--- src/rtl/wdg_pkg.sv ---
package wdg_pkg;
   typedef enum logic [1:0] {UL_IDLE, UL_ARMED, UL_OPEN} unlock_e;

   localparam int unsigned OFS_PRE1   = 0;
   localparam int unsigned OFS_PRE2   = 1;
   localparam int unsigned OFS_RELOAD = 2;

   localparam int unsigned KEY_FIRST  = 32'h80;
   localparam int unsigned KEY_SECOND = 32'h86;

   localparam int unsigned BIT_RESTART = 8;
   localparam int unsigned BIT_FLAG    = 9;
endpackage

--- src/rtl/wdg_unlock_fsm.sv ---
module wdg_unlock_fsm
   import wdg_pkg::*;
(
   input  logic clk,
   input  logic rst_n,
   input  logic wr,
   input  logic key1_hit,
   input  logic key2_hit,
   output logic grant
);
   unlock_e state_q, state_d;

   always_comb begin
      state_d = state_q;
      if (wr) begin
         unique case (state_q)
            UL_IDLE:  state_d = key1_hit ? UL_ARMED : UL_IDLE;
            UL_ARMED: state_d = key2_hit ? UL_OPEN  : UL_IDLE;
            default:  state_d = UL_IDLE;
         endcase
      end
   end

   always_ff @(posedge clk or negedge rst_n) begin
      if (!rst_n) state_q <= UL_IDLE;
      else        state_q <= state_d;
   end

   assign grant = wr && (state_q == UL_OPEN);

   // a write in the open state always closes the unlock
   p_open_consumed_r4: assert property (@(posedge clk) disable iff (!rst_n)
      (wr && state_q == UL_OPEN) |=> (state_q == UL_IDLE));
   // a grant is only possible after the second key was accepted
   p_grant_after_key_r2: assert property (@(posedge clk) disable iff (!rst_n)
      grant |-> ($past(state_q) == UL_ARMED || $past(state_q) == UL_OPEN));
   // a non-key write while armed drops back to idle
   p_break_idle_r3: assert property (@(posedge clk) disable iff (!rst_n)
      (wr && state_q == UL_ARMED && !key2_hit) |=> (state_q == UL_IDLE));
endmodule

--- src/rtl/wdg_prescaler.sv ---
module wdg_prescaler #(
   parameter int unsigned DIV_FAST = 32,
   parameter int unsigned DIV_SLOW = 32768
) (
   input  logic clk,
   input  logic rst_n,
   input  logic en,
   input  logic clr,
   input  logic fast,
   output logic tick
);
   localparam int unsigned MAX_DIV = (DIV_SLOW > DIV_FAST) ? DIV_SLOW : DIV_FAST;
   localparam int unsigned CW      = $clog2(MAX_DIV);

   logic [CW-1:0] cnt_q;
   logic [CW-1:0] limit;

   assign limit = fast ? CW'(DIV_FAST - 1) : CW'(DIV_SLOW - 1);
   assign tick  = en && !clr && (cnt_q == limit);

   always_ff @(posedge clk or negedge rst_n) begin
      if (!rst_n)             cnt_q <= '0;
      else if (!en || clr)    cnt_q <= '0;
      else if (cnt_q == limit) cnt_q <= '0;
      else                    cnt_q <= cnt_q + 1'b1;
   end

   // each tick is followed by a fresh prescaler period
   p_tick_wraps_r5: assert property (@(posedge clk) disable iff (!rst_n)
      tick |=> (cnt_q == '0));
   // no tick while disabled
   p_no_tick_idle_r11: assert property (@(posedge clk) disable iff (!rst_n)
      !en |-> !tick);
endmodule

--- src/rtl/wdg_countdown.sv ---
module wdg_countdown #(
   parameter int unsigned PRE_W     = 30,
   parameter int unsigned PRE1_INIT = 0
) (
   input  logic             clk,
   input  logic             rst_n,
   input  logic             en,
   input  logic             tick,
   input  logic             restart,
   input  logic             irq_mask,
   input  logic [PRE_W-1:0] pre1,
   input  logic [PRE_W-1:0] pre2,
   output logic             irq,
   output logic             rst_pulse
);
   logic             stage2_q;
   logic [PRE_W-1:0] cnt_q;
   logic             irq_q;
   logic             rstp_q;

   always_ff @(posedge clk or negedge rst_n) begin
      if (!rst_n) begin
         stage2_q <= 1'b0;
         cnt_q    <= PRE_W'(PRE1_INIT);
         irq_q    <= 1'b0;
         rstp_q   <= 1'b0;
      end else begin
         rstp_q <= 1'b0;
         if (!en || restart) begin
            stage2_q <= 1'b0;
            cnt_q    <= pre1;
            irq_q    <= 1'b0;
         end else if (tick) begin
            if (cnt_q != '0) begin
               cnt_q <= cnt_q - 1'b1;
            end else if (!stage2_q) begin
               stage2_q <= 1'b1;
               cnt_q    <= pre2;
               if (!irq_mask) irq_q <= 1'b1;
            end else begin
               stage2_q <= 1'b0;
               cnt_q    <= pre1;
               irq_q    <= 1'b0;
               rstp_q   <= 1'b1;
            end
         end
      end
   end

   assign irq       = irq_q;
   assign rst_pulse = rstp_q;

   // reset request lasts one cycle
   p_rst_single_r7: assert property (@(posedge clk) disable iff (!rst_n)
      rst_pulse |=> !rst_pulse);
   // interrupt only rises when unmasked
   p_irq_masked_r8: assert property (@(posedge clk) disable iff (!rst_n)
      $rose(irq) |-> !$past(irq_mask));
   // disabled timer stays quiet
   p_idle_quiet_r11: assert property (@(posedge clk) disable iff (!rst_n)
      !en |=> (!irq && !rst_pulse));
   // restart drops the interrupt
   p_restart_clears_r9: assert property (@(posedge clk) disable iff (!rst_n)
      restart |=> !irq);
endmodule

--- src/rtl/wdg_two_stage.sv ---
module wdg_two_stage
   import wdg_pkg::*;
#(
   parameter int unsigned DATA_W    = 32,
   parameter int unsigned ADDR_W    = 4,
   parameter int unsigned PRE_W     = 30,
   parameter int unsigned DIV_FAST  = 32,
   parameter int unsigned DIV_SLOW  = 32768,
   parameter int unsigned PRE1_INIT = 1031250,
   parameter int unsigned PRE2_INIT = 2
) (
   input  logic              clk,
   input  logic              rst_n,
   input  logic [ADDR_W-1:0] bus_addr,
   input  logic [DATA_W-1:0] bus_wdata,
   input  logic              bus_we,
   output logic [DATA_W-1:0] bus_rdata,
   input  logic              cfg_fast_tick,
   input  logic              cfg_irq_mask,
   input  logic              wd_enable,
   output logic              stage1_irq,
   output logic              sys_rst_pulse
);
   generate
      if (DATA_W <= BIT_FLAG) begin : g_bad_data_w
         $error("DATA_W must exceed the status flag bit position");
      end
      if (PRE_W > DATA_W || PRE_W < 1) begin : g_bad_pre_w
         $error("PRE_W must lie between 1 and DATA_W");
      end
      if (DIV_FAST < 2 || DIV_SLOW < DIV_FAST) begin : g_bad_div
         $error("divisors need 2 <= DIV_FAST <= DIV_SLOW");
      end
      if (ADDR_W < 2) begin : g_bad_addr_w
         $error("ADDR_W must cover three registers");
      end
   endgenerate

   logic             sel_pre1, sel_pre2, sel_rld;
   logic             grant, restart;
   logic             tick;
   logic [PRE_W-1:0] pre1_q, pre2_q;
   logic             flag_q;
   logic [DATA_W-1:0] pre1_ext, pre2_ext;

   assign sel_pre1 = (bus_addr == ADDR_W'(OFS_PRE1));
   assign sel_pre2 = (bus_addr == ADDR_W'(OFS_PRE2));
   assign sel_rld  = (bus_addr == ADDR_W'(OFS_RELOAD));

   wdg_unlock_fsm u_unlock (
      .clk      (clk),
      .rst_n    (rst_n),
      .wr       (bus_we),
      .key1_hit (sel_rld && bus_wdata == DATA_W'(KEY_FIRST)),
      .key2_hit (sel_rld && bus_wdata == DATA_W'(KEY_SECOND)),
      .grant    (grant)
   );

   assign restart = grant && sel_rld && bus_wdata[BIT_RESTART];

   always_ff @(posedge clk or negedge rst_n) begin
      if (!rst_n) begin
         pre1_q <= PRE_W'(PRE1_INIT);
         pre2_q <= PRE_W'(PRE2_INIT);
         flag_q <= 1'b0;
      end else begin
         if (grant && sel_pre1) pre1_q <= bus_wdata[PRE_W-1:0];
         if (grant && sel_pre2) pre2_q <= bus_wdata[PRE_W-1:0];
         if (sys_rst_pulse)
            flag_q <= 1'b1;
         else if (grant && sel_rld && bus_wdata[BIT_FLAG])
            flag_q <= 1'b0;
      end
   end

   wdg_prescaler #(
      .DIV_FAST (DIV_FAST),
      .DIV_SLOW (DIV_SLOW)
   ) u_presc (
      .clk   (clk),
      .rst_n (rst_n),
      .en    (wd_enable),
      .clr   (restart),
      .fast  (cfg_fast_tick),
      .tick  (tick)
   );

   wdg_countdown #(
      .PRE_W     (PRE_W),
      .PRE1_INIT (PRE1_INIT)
   ) u_count (
      .clk       (clk),
      .rst_n     (rst_n),
      .en        (wd_enable),
      .tick      (tick),
      .restart   (restart),
      .irq_mask  (cfg_irq_mask),
      .pre1      (pre1_q),
      .pre2      (pre2_q),
      .irq       (stage1_irq),
      .rst_pulse (sys_rst_pulse)
   );

   generate
      if (PRE_W < DATA_W) begin : g_ext
         assign pre1_ext = {{(DATA_W-PRE_W){1'b0}}, pre1_q};
         assign pre2_ext = {{(DATA_W-PRE_W){1'b0}}, pre2_q};
      end else begin : g_full
         assign pre1_ext = pre1_q;
         assign pre2_ext = pre2_q;
      end
   endgenerate

   always_comb begin
      bus_rdata = '0;
      if (sel_pre1)      bus_rdata = pre1_ext;
      else if (sel_pre2) bus_rdata = pre2_ext;
      else if (sel_rld)  bus_rdata[BIT_FLAG] = flag_q;
   end

   // writes without the key leave the preloads untouched
   p_locked_ignored_r2: assert property (@(posedge clk) disable iff (!rst_n)
      (bus_we && !grant) |=> ($stable(pre1_q) && $stable(pre2_q)));
   // a reset request always leaves the flag set
   p_rst_sets_flag_r7: assert property (@(posedge clk) disable iff (!rst_n)
      sys_rst_pulse |=> flag_q);
   // the flag only falls through an unlocked clear
   p_flag_sticky_r10: assert property (@(posedge clk) disable iff (!rst_n)
      $fell(flag_q) |-> $past(grant && sel_rld && bus_wdata[BIT_FLAG]));
endmodule

--- config.mk ---
export PLATFORM = sky130hd
export DESIGN_NAME = wdg_two_stage
export DESIGN_NICKNAME = d
export VERILOG_FILES = /design/src/rtl/wdg_pkg.sv /design/src/rtl/wdg_unlock_fsm.sv /design/src/rtl/wdg_prescaler.sv /design/src/rtl/wdg_countdown.sv /design/src/rtl/wdg_two_stage.sv
export SDC_FILE = /design/constraint.sdc
export NUM_CORES = 1
export LEC_CHECK = 0
export BUFFER_PORTS_ARGS = -buffer_cell sky130_fd_sc_hd__buf_4
export CAP_MARGIN = 20
export CELL_PAD_IN_SITES_DETAIL_PLACEMENT = 1
export CELL_PAD_IN_SITES_GLOBAL_PLACEMENT = 2
export CORE_AREA = 2 2 127 129
export DETAILED_ROUTE_END_ITERATION = 8
export DIE_AREA = 0 0 129 131
export HOLD_SLACK_MARGIN = 0.05
export PLACE_DENSITY_LB_ADDON = 0.1
export SYNTH_ARGS = -nofsm -noshare
export SYNTH_HDL_FRONTEND = slang
export SYNTH_SLANG_ARGS = --single-unit
--- constraint.sdc ---
create_clock -name clk -period 7.7 [get_ports clk]
set_clock_uncertainty 0.15 [all_clocks]
set_input_delay 1.54 -clock clk [delete_from_list [all_inputs] [get_ports clk]]
set_output_delay 1.54 -clock clk [all_outputs]
set_load 0.02 [all_outputs]
# Yosys cells after proc, flatten, opt, wreduce, memory -nomap -nowiden
# Index checks and enable logic that the tools add are counted.
# op_classes
n_eq_ne,9
add_sub_neg,2
reduce_logical,20
muxes,30
# op_table
cell,count
30-bit two-way mux,5
"32-bit by 8-bit equality test with 1-bit output, second input constant",2
15-bit two-way mux,3
30-bit nonzero test,1
"30-bit by 1-bit subtractor with 30-bit output, second input constant",1
20-bit two-way mux,1
1-bit two-way mux,18
"15-bit by 1-bit adder with 15-bit output, second input constant",1
15-bit equality test,1
1-bit logical AND,10
9-bit two-way mux,1
"4-bit by 1-bit equality test with 1-bit output, second input constant",1
"4-bit by 2-bit equality test with 1-bit output, second input constant",1
4-bit logical NOT,1
2-bit case mux with 2 select lines,1
2-bit nonzero test,2
"3-bit by 1-bit inequality test with 1-bit output, second input constant",1
3-bit AND reduction,1
"2-bit by 1-bit equality test with 1-bit output, second input constant",1
"2-bit equality test, second input constant",1
1-bit logical NOT,2
2-bit logical NOT,1
2-bit two-way mux,1
"2-bit by 1-bit inequality test with 1-bit output, second input constant",1
other kinds (2),2
# word_totals
reg_bits,111
input_bits,42
wordCells,70
out_inout_bits,34

# Logic depth before layout (Yosys ltp)
# depth
word_depth,9
ltp_mapped,8
ltp_nobuf,7

# Cells and area by module
# From an unflattened synthesis, not the netlist that was laid out.
# hier_totals
cells_unflattened,595
area_unflattened_um2,6167.2
# by_module_without_submodules
module,cells_per_inst,n_inst,area_each_um2
wdg_two_stage,191,1,2718.9
wdg_countdown,317,1,2546.2
wdg_prescaler,79,1,809.5
wdg_unlock_fsm,8,1,92.6

# Worst setup path before layout
# OpenSTA, ideal clock, no wires.
# synth_path
kind,input-to-output
from,input port bus_addr[1]
to,output port bus_rdata[19]
path_slack_ns,3.188
n_path_buf,2
arrival_time_ns,2.822
path_stages,4
t_required_ns,6.010
cell_sequence,nor4b_1 clkbuf_1 clkbuf_1 a22o_1
# synth_between
elab_chain_cells,3
elab_cells_between_ends,4
cone_classes,1 x eq/ne; 2 x mux; 1 x reduce/logical
# synth_rtl
element,line_no,source
start: declaration,wdg_two_stage.sv:14,"input logic [ADDR_W-1:0] bus_addr,"
4-bit by 1-bit equality test with 1-bit output,wdg_two_stage.sv:47,assign sel_pre2 = (bus_addr == ADDR_W'(OFS_PRE2));
20-bit two-way mux,wdg_two_stage.sv:117,else if (sel_pre2) bus_rdata = pre2_ext;
30-bit two-way mux (*),wdg_two_stage.sv:116,if (sel_pre1) bus_rdata = pre1_ext;
end: declaration,wdg_two_stage.sv:17,"output logic [DATA_W-1:0] bus_rdata,"
# Every way passes the cells marked *; elsewhere a longest branch is shown, timed or not.

# Final worst setup path
# layout_path
from,input port bus_addr[0]
to,output port bus_rdata[6]
# layout_between
elab_chain_cells,3
elab_cells_between_ends,4
cone_classes,1 x eq/ne; 2 x mux; 1 x reduce/logical
# layout_rtl
element,line_no
4-bit by 1-bit equality test with 1-bit output,wdg_two_stage.sv:47
9-bit two-way mux,wdg_two_stage.sv:117
30-bit two-way mux (*),wdg_two_stage.sv:116
# Marks and branches as above.

==> flow_metrics.py <==
metrics = {
    "outcome": {
        "outcome": "finished, final reports clean",
    },
    "logic_synthesis": {
        "synth_fa_ha_area_frac": 0.00400,
        "synth.avg_cell_area_sq_um": 10.6,
        "async_reset_ff_frac": 1.00,
        "synth_seq_cells": 111,
        "yosys.cell_types.count": 64,
        "synth_top_family_by_area": "compound AO/OA/AOI/OAI gates",
        "synthMuxAreaShare": 0.147,
        "ys_seq_area_frac": 0.449,
        "syn_area_sq_um": 6260,
        "synth_edf_count": 0,
        "synth_compound_area_frac": 0.171,
        "synth-xor-area-share": 0.0266,
        "yosys_most_used_dff": "dfrtp_1",
        "synthSimpleGateAreaFrac": 0.161,
        "syn_inst": 590,
        "yosys_warnings": 0,
    },
    "final_layout": {
        "syn2layout_area_growth_pct": 16.8,
        "antenna_cells": 0,
        "num-nets-final": 691,
        "nFillCells": 1705,
        "layout-drive-gt1-share": 0.308,
        "fin_util": 0.469,
    },
    "critical_path": {
        "crit_arrival_ns": 2.72,
        "ff2ff_path_depth": 6,
        "reg2reg_slack_ns": 4.50,
        "rr_startpoint": "u_count.cnt_q[7]",
        "crit_path_max_fanout": 30,
        "worstPathRequired_ns": 6.01,
        "cp-end-kind": "output port",
        "cp-startpoint": "bus_addr[0]",
        "rr_endpoint": "u_count.cnt_q[9]",
        "crit_type": "in2out",
        "cp-endpoint": "bus_rdata[6]",
        "critPathLaunchType": "input pin",
    },
    "floorplanning": {
        "die_w_um": 129,
        "die_h_um": 131,
        "ios": 76,
        "dieArea_sq_um": 16900,
        "core_sq_um": 15600,
        "start_util": 0.401,
        "floorplan.rows": 46,
    },
    "sta": {
        "maxSlewViolCount": 0,
        "tightestPinTransition_ns": 1.01,
        "timing.hold.ws_ns": 0.333,
        "rsz0062_at_grt": "no",
        "slew-limit-headroom": 0.323,
        "period_share": 0.573,
        "max_freq_mhz": 227,
        "min_period_ns": 4.41,
        "finalSetupViolCount": 0,
        "finalHoldViolCount": 0,
        "tns_ns": 0,
    },
    "pwr": {
        "pwr-share-clk": 0.394,
        "seqPwrFrac": 0.493,
        "pwr-share-comb": 0.113,
        "power_density_nw_per_um2": 170,
        "p_int_w": 0.000913,
        "switching_share": 0.266,
        "finalPower_w": 0.00124,
        "switching_power_w": 0.000331,
        "p_leak_nw": 3.08,
        "ir_worst_vdd_v": 0.000128,
    },
    "detailed_routing": {
        "vias": 5128,
        "first_pass_iters": 4,
        "drt_iter0_drc": 233,
        "vias_per_cell": 5.91,
        "drc": 0,
        "ant_nets": 0,
        "wire_per_inst_um": 21.9,
        "routed_wl_um": 19000,
    },
    "clocking": {
        "cts.sink_count": 111,
        "clk_latency_ns": 0.36,
        "clk_path_buf_depth": 2,
        "h-tree-depth": 3,
        "cts-root-buf": "clkbuf_16",
        "cts_setup_buffers": 0,
        "cts_resized": 0,
        "cts_tree": "built",
        "postCtsHoldBufs": 0,
        "numCtsBuffers": 9,
        "path_clk_slew_ns": 0.07,
    },
    "placement": {
        "place_hpwl_um": 12900,
        "portBuffers": 73,
        "place_congestion": 0.824,
    },
    "global_route": {
        "antenna_found_initial": 0,
        "grt_pass1_vias": 5437,
        "grt_remaining_overflow": 0,
        "track_usage": 0.235,
        "grt_max_degree": 68,
        "grt_pass1_wl_um": 30500,
    },
    "worst_hold_path": {
        "hold_path_startpoint": "flag_q",
        "min_path_cells": 1,
        "worstHoldPathType": "reg2reg",
    },
    "job": {
        "drv_cap": 0,
    },
}
flip-flops by register name, indices dropped and copies added (netlist names):
signal             cells
u_count.irq            1
u_presc.cnt_q         15
pre2_q                30
pre1_q                30
u_count.rst_pulse      1
u_count.stage2_q       1
flag_q                 1
u_unlock.state_q       2
u_count.cnt_q         30
cell type report:
cell class,count,area (sq um),share of cell area
Clock inverter,4,55.1,0.00753
Clock buffer,12,246,0.0337
Inverter,14,52.6,0.00719
Timing Repair Buffer,85,646,0.0883
Multi-Input combinational cell,426,3230,0.442
Tap cell,216,270,0.0370
Sequential cell,111,2810,0.384
cell usage after synthesis (all sizes together) (3+ instances only):
cell    number  area (sq um)
a2111o       3          33.8
a211oi      14           105
a21oi        9          45.0
a221o        6          60.1
a22o        30           263
a31oi       17           106
and2         8          50.1
and3         6          37.5
buf         19           124
clkbuf      21          78.8
dfrtp       86          2150
dfstp       25           657
inv         14          52.6
mux2        64           721
mux2i       20           200
nand2       20          75.1
nand3       16          80.1
nand3b       3          22.5
nand4       10          62.6
nor2        41           154
nor2b       12          75.1
nor3        20           111
nor4        23           150
nor4b        4          35.0
o211ai       3          22.5
o21a         3          22.5
o21ai        7          35.0
o31a         7          61.3
o31ai       15           113
or3          7          53.8
or4          4          33.8
xnor2       10          87.6
xor2         9          78.8
worst max-delay path, stage by stage:
cell	delay, ns
buf_4	0.13
nor4_2	0.27
buf_4	0.41
a22o_1	0.22
buf_4	0.14
stage by stage:
step / setup slack [ns] / cells / cell area [sq um]
2_1_floorplan: 3.19 / 591 / 6270
3_3_place_gp: 3.34 / 851 / 7000
3_5_place_dp: 3.27 / 851 / 7000
4_1_cts: 3.27 / 867 / 7300
5_1_grt: 3.22 / 868 / 7310
6_report: 3.29 / 868 / 7310
metal layers:
layer	vias up	track usage	share of wire
met5	-	0	0
met4	0	0.0671	0.016
met3	20	0.0362	0.030
met2	79	0.384	0.48
met1	2653	0.326	0.48
li1	2376	-	-
placed cells by master, fill, tap and decap left out, types with 5 or more instances in the layout:
| cell type | count |
|---|---|
| and2_1 | 8 |
| a221o_1 | 6 |
| nor2_1 | 41 |
| nand3_1 | 16 |
| nand2_1 | 20 |
| o21ai_0 | 5 |
| mux2_2 | 64 |
| or3_1 | 5 |
| nand4_1 | 10 |
| nor3_1 | 19 |
| a211oi_1 | 14 |
| a21oi_1 | 9 |
| xor2_1 | 9 |
| dfrtp_1 | 85 |
| o31ai_1 | 14 |
| a22o_1 | 30 |
| clkbuf_16 | 9 |
| buf_4 | 84 |
| nor4_1 | 21 |
| and3_1 | 6 |
| dfstp_2 | 25 |
| xnor2_1 | 10 |
| nor2b_1 | 10 |
| a31oi_1 | 17 |
| inv_1 | 14 |
| mux2i_1 | 20 |
| o31a_1 | 7 |
logic make-up after synthesis:
family,Yosys count
adder cells (fa/ha/maj),2
XOR/XNOR,19
multiplexers,84
other,1
AND/OR/NAND/NOR,182
buffers and inverters,54
flip-flops,111
AO/OA/AOI/OAI,137
worst min path at each step:
stage	endpoint	slack, ns
2_1_floorplan	flag_q	0.30
3_3_place_gp	flag_q	0.31
3_5_place_dp	flag_q	0.32
4_1_cts	flag_q	0.34
5_1_grt	flag_q	0.36
6_report	flag_q	0.33
power groups by stage:
stage,Clock [W],Combinational [W],Sequential [W]
2_1_floorplan,0,0.0000807,0.000618
3_3_place_gp,0,0.000137,0.000623
3_5_place_dp,0,0.000141,0.000624
4_1_cts,0.000500,0.000142,0.000613
5_1_grt,0.000523,0.000157,0.000616
6_report,0.000490,0.000141,0.000613
Note: power is estimated with default switching activity, not from simulation.
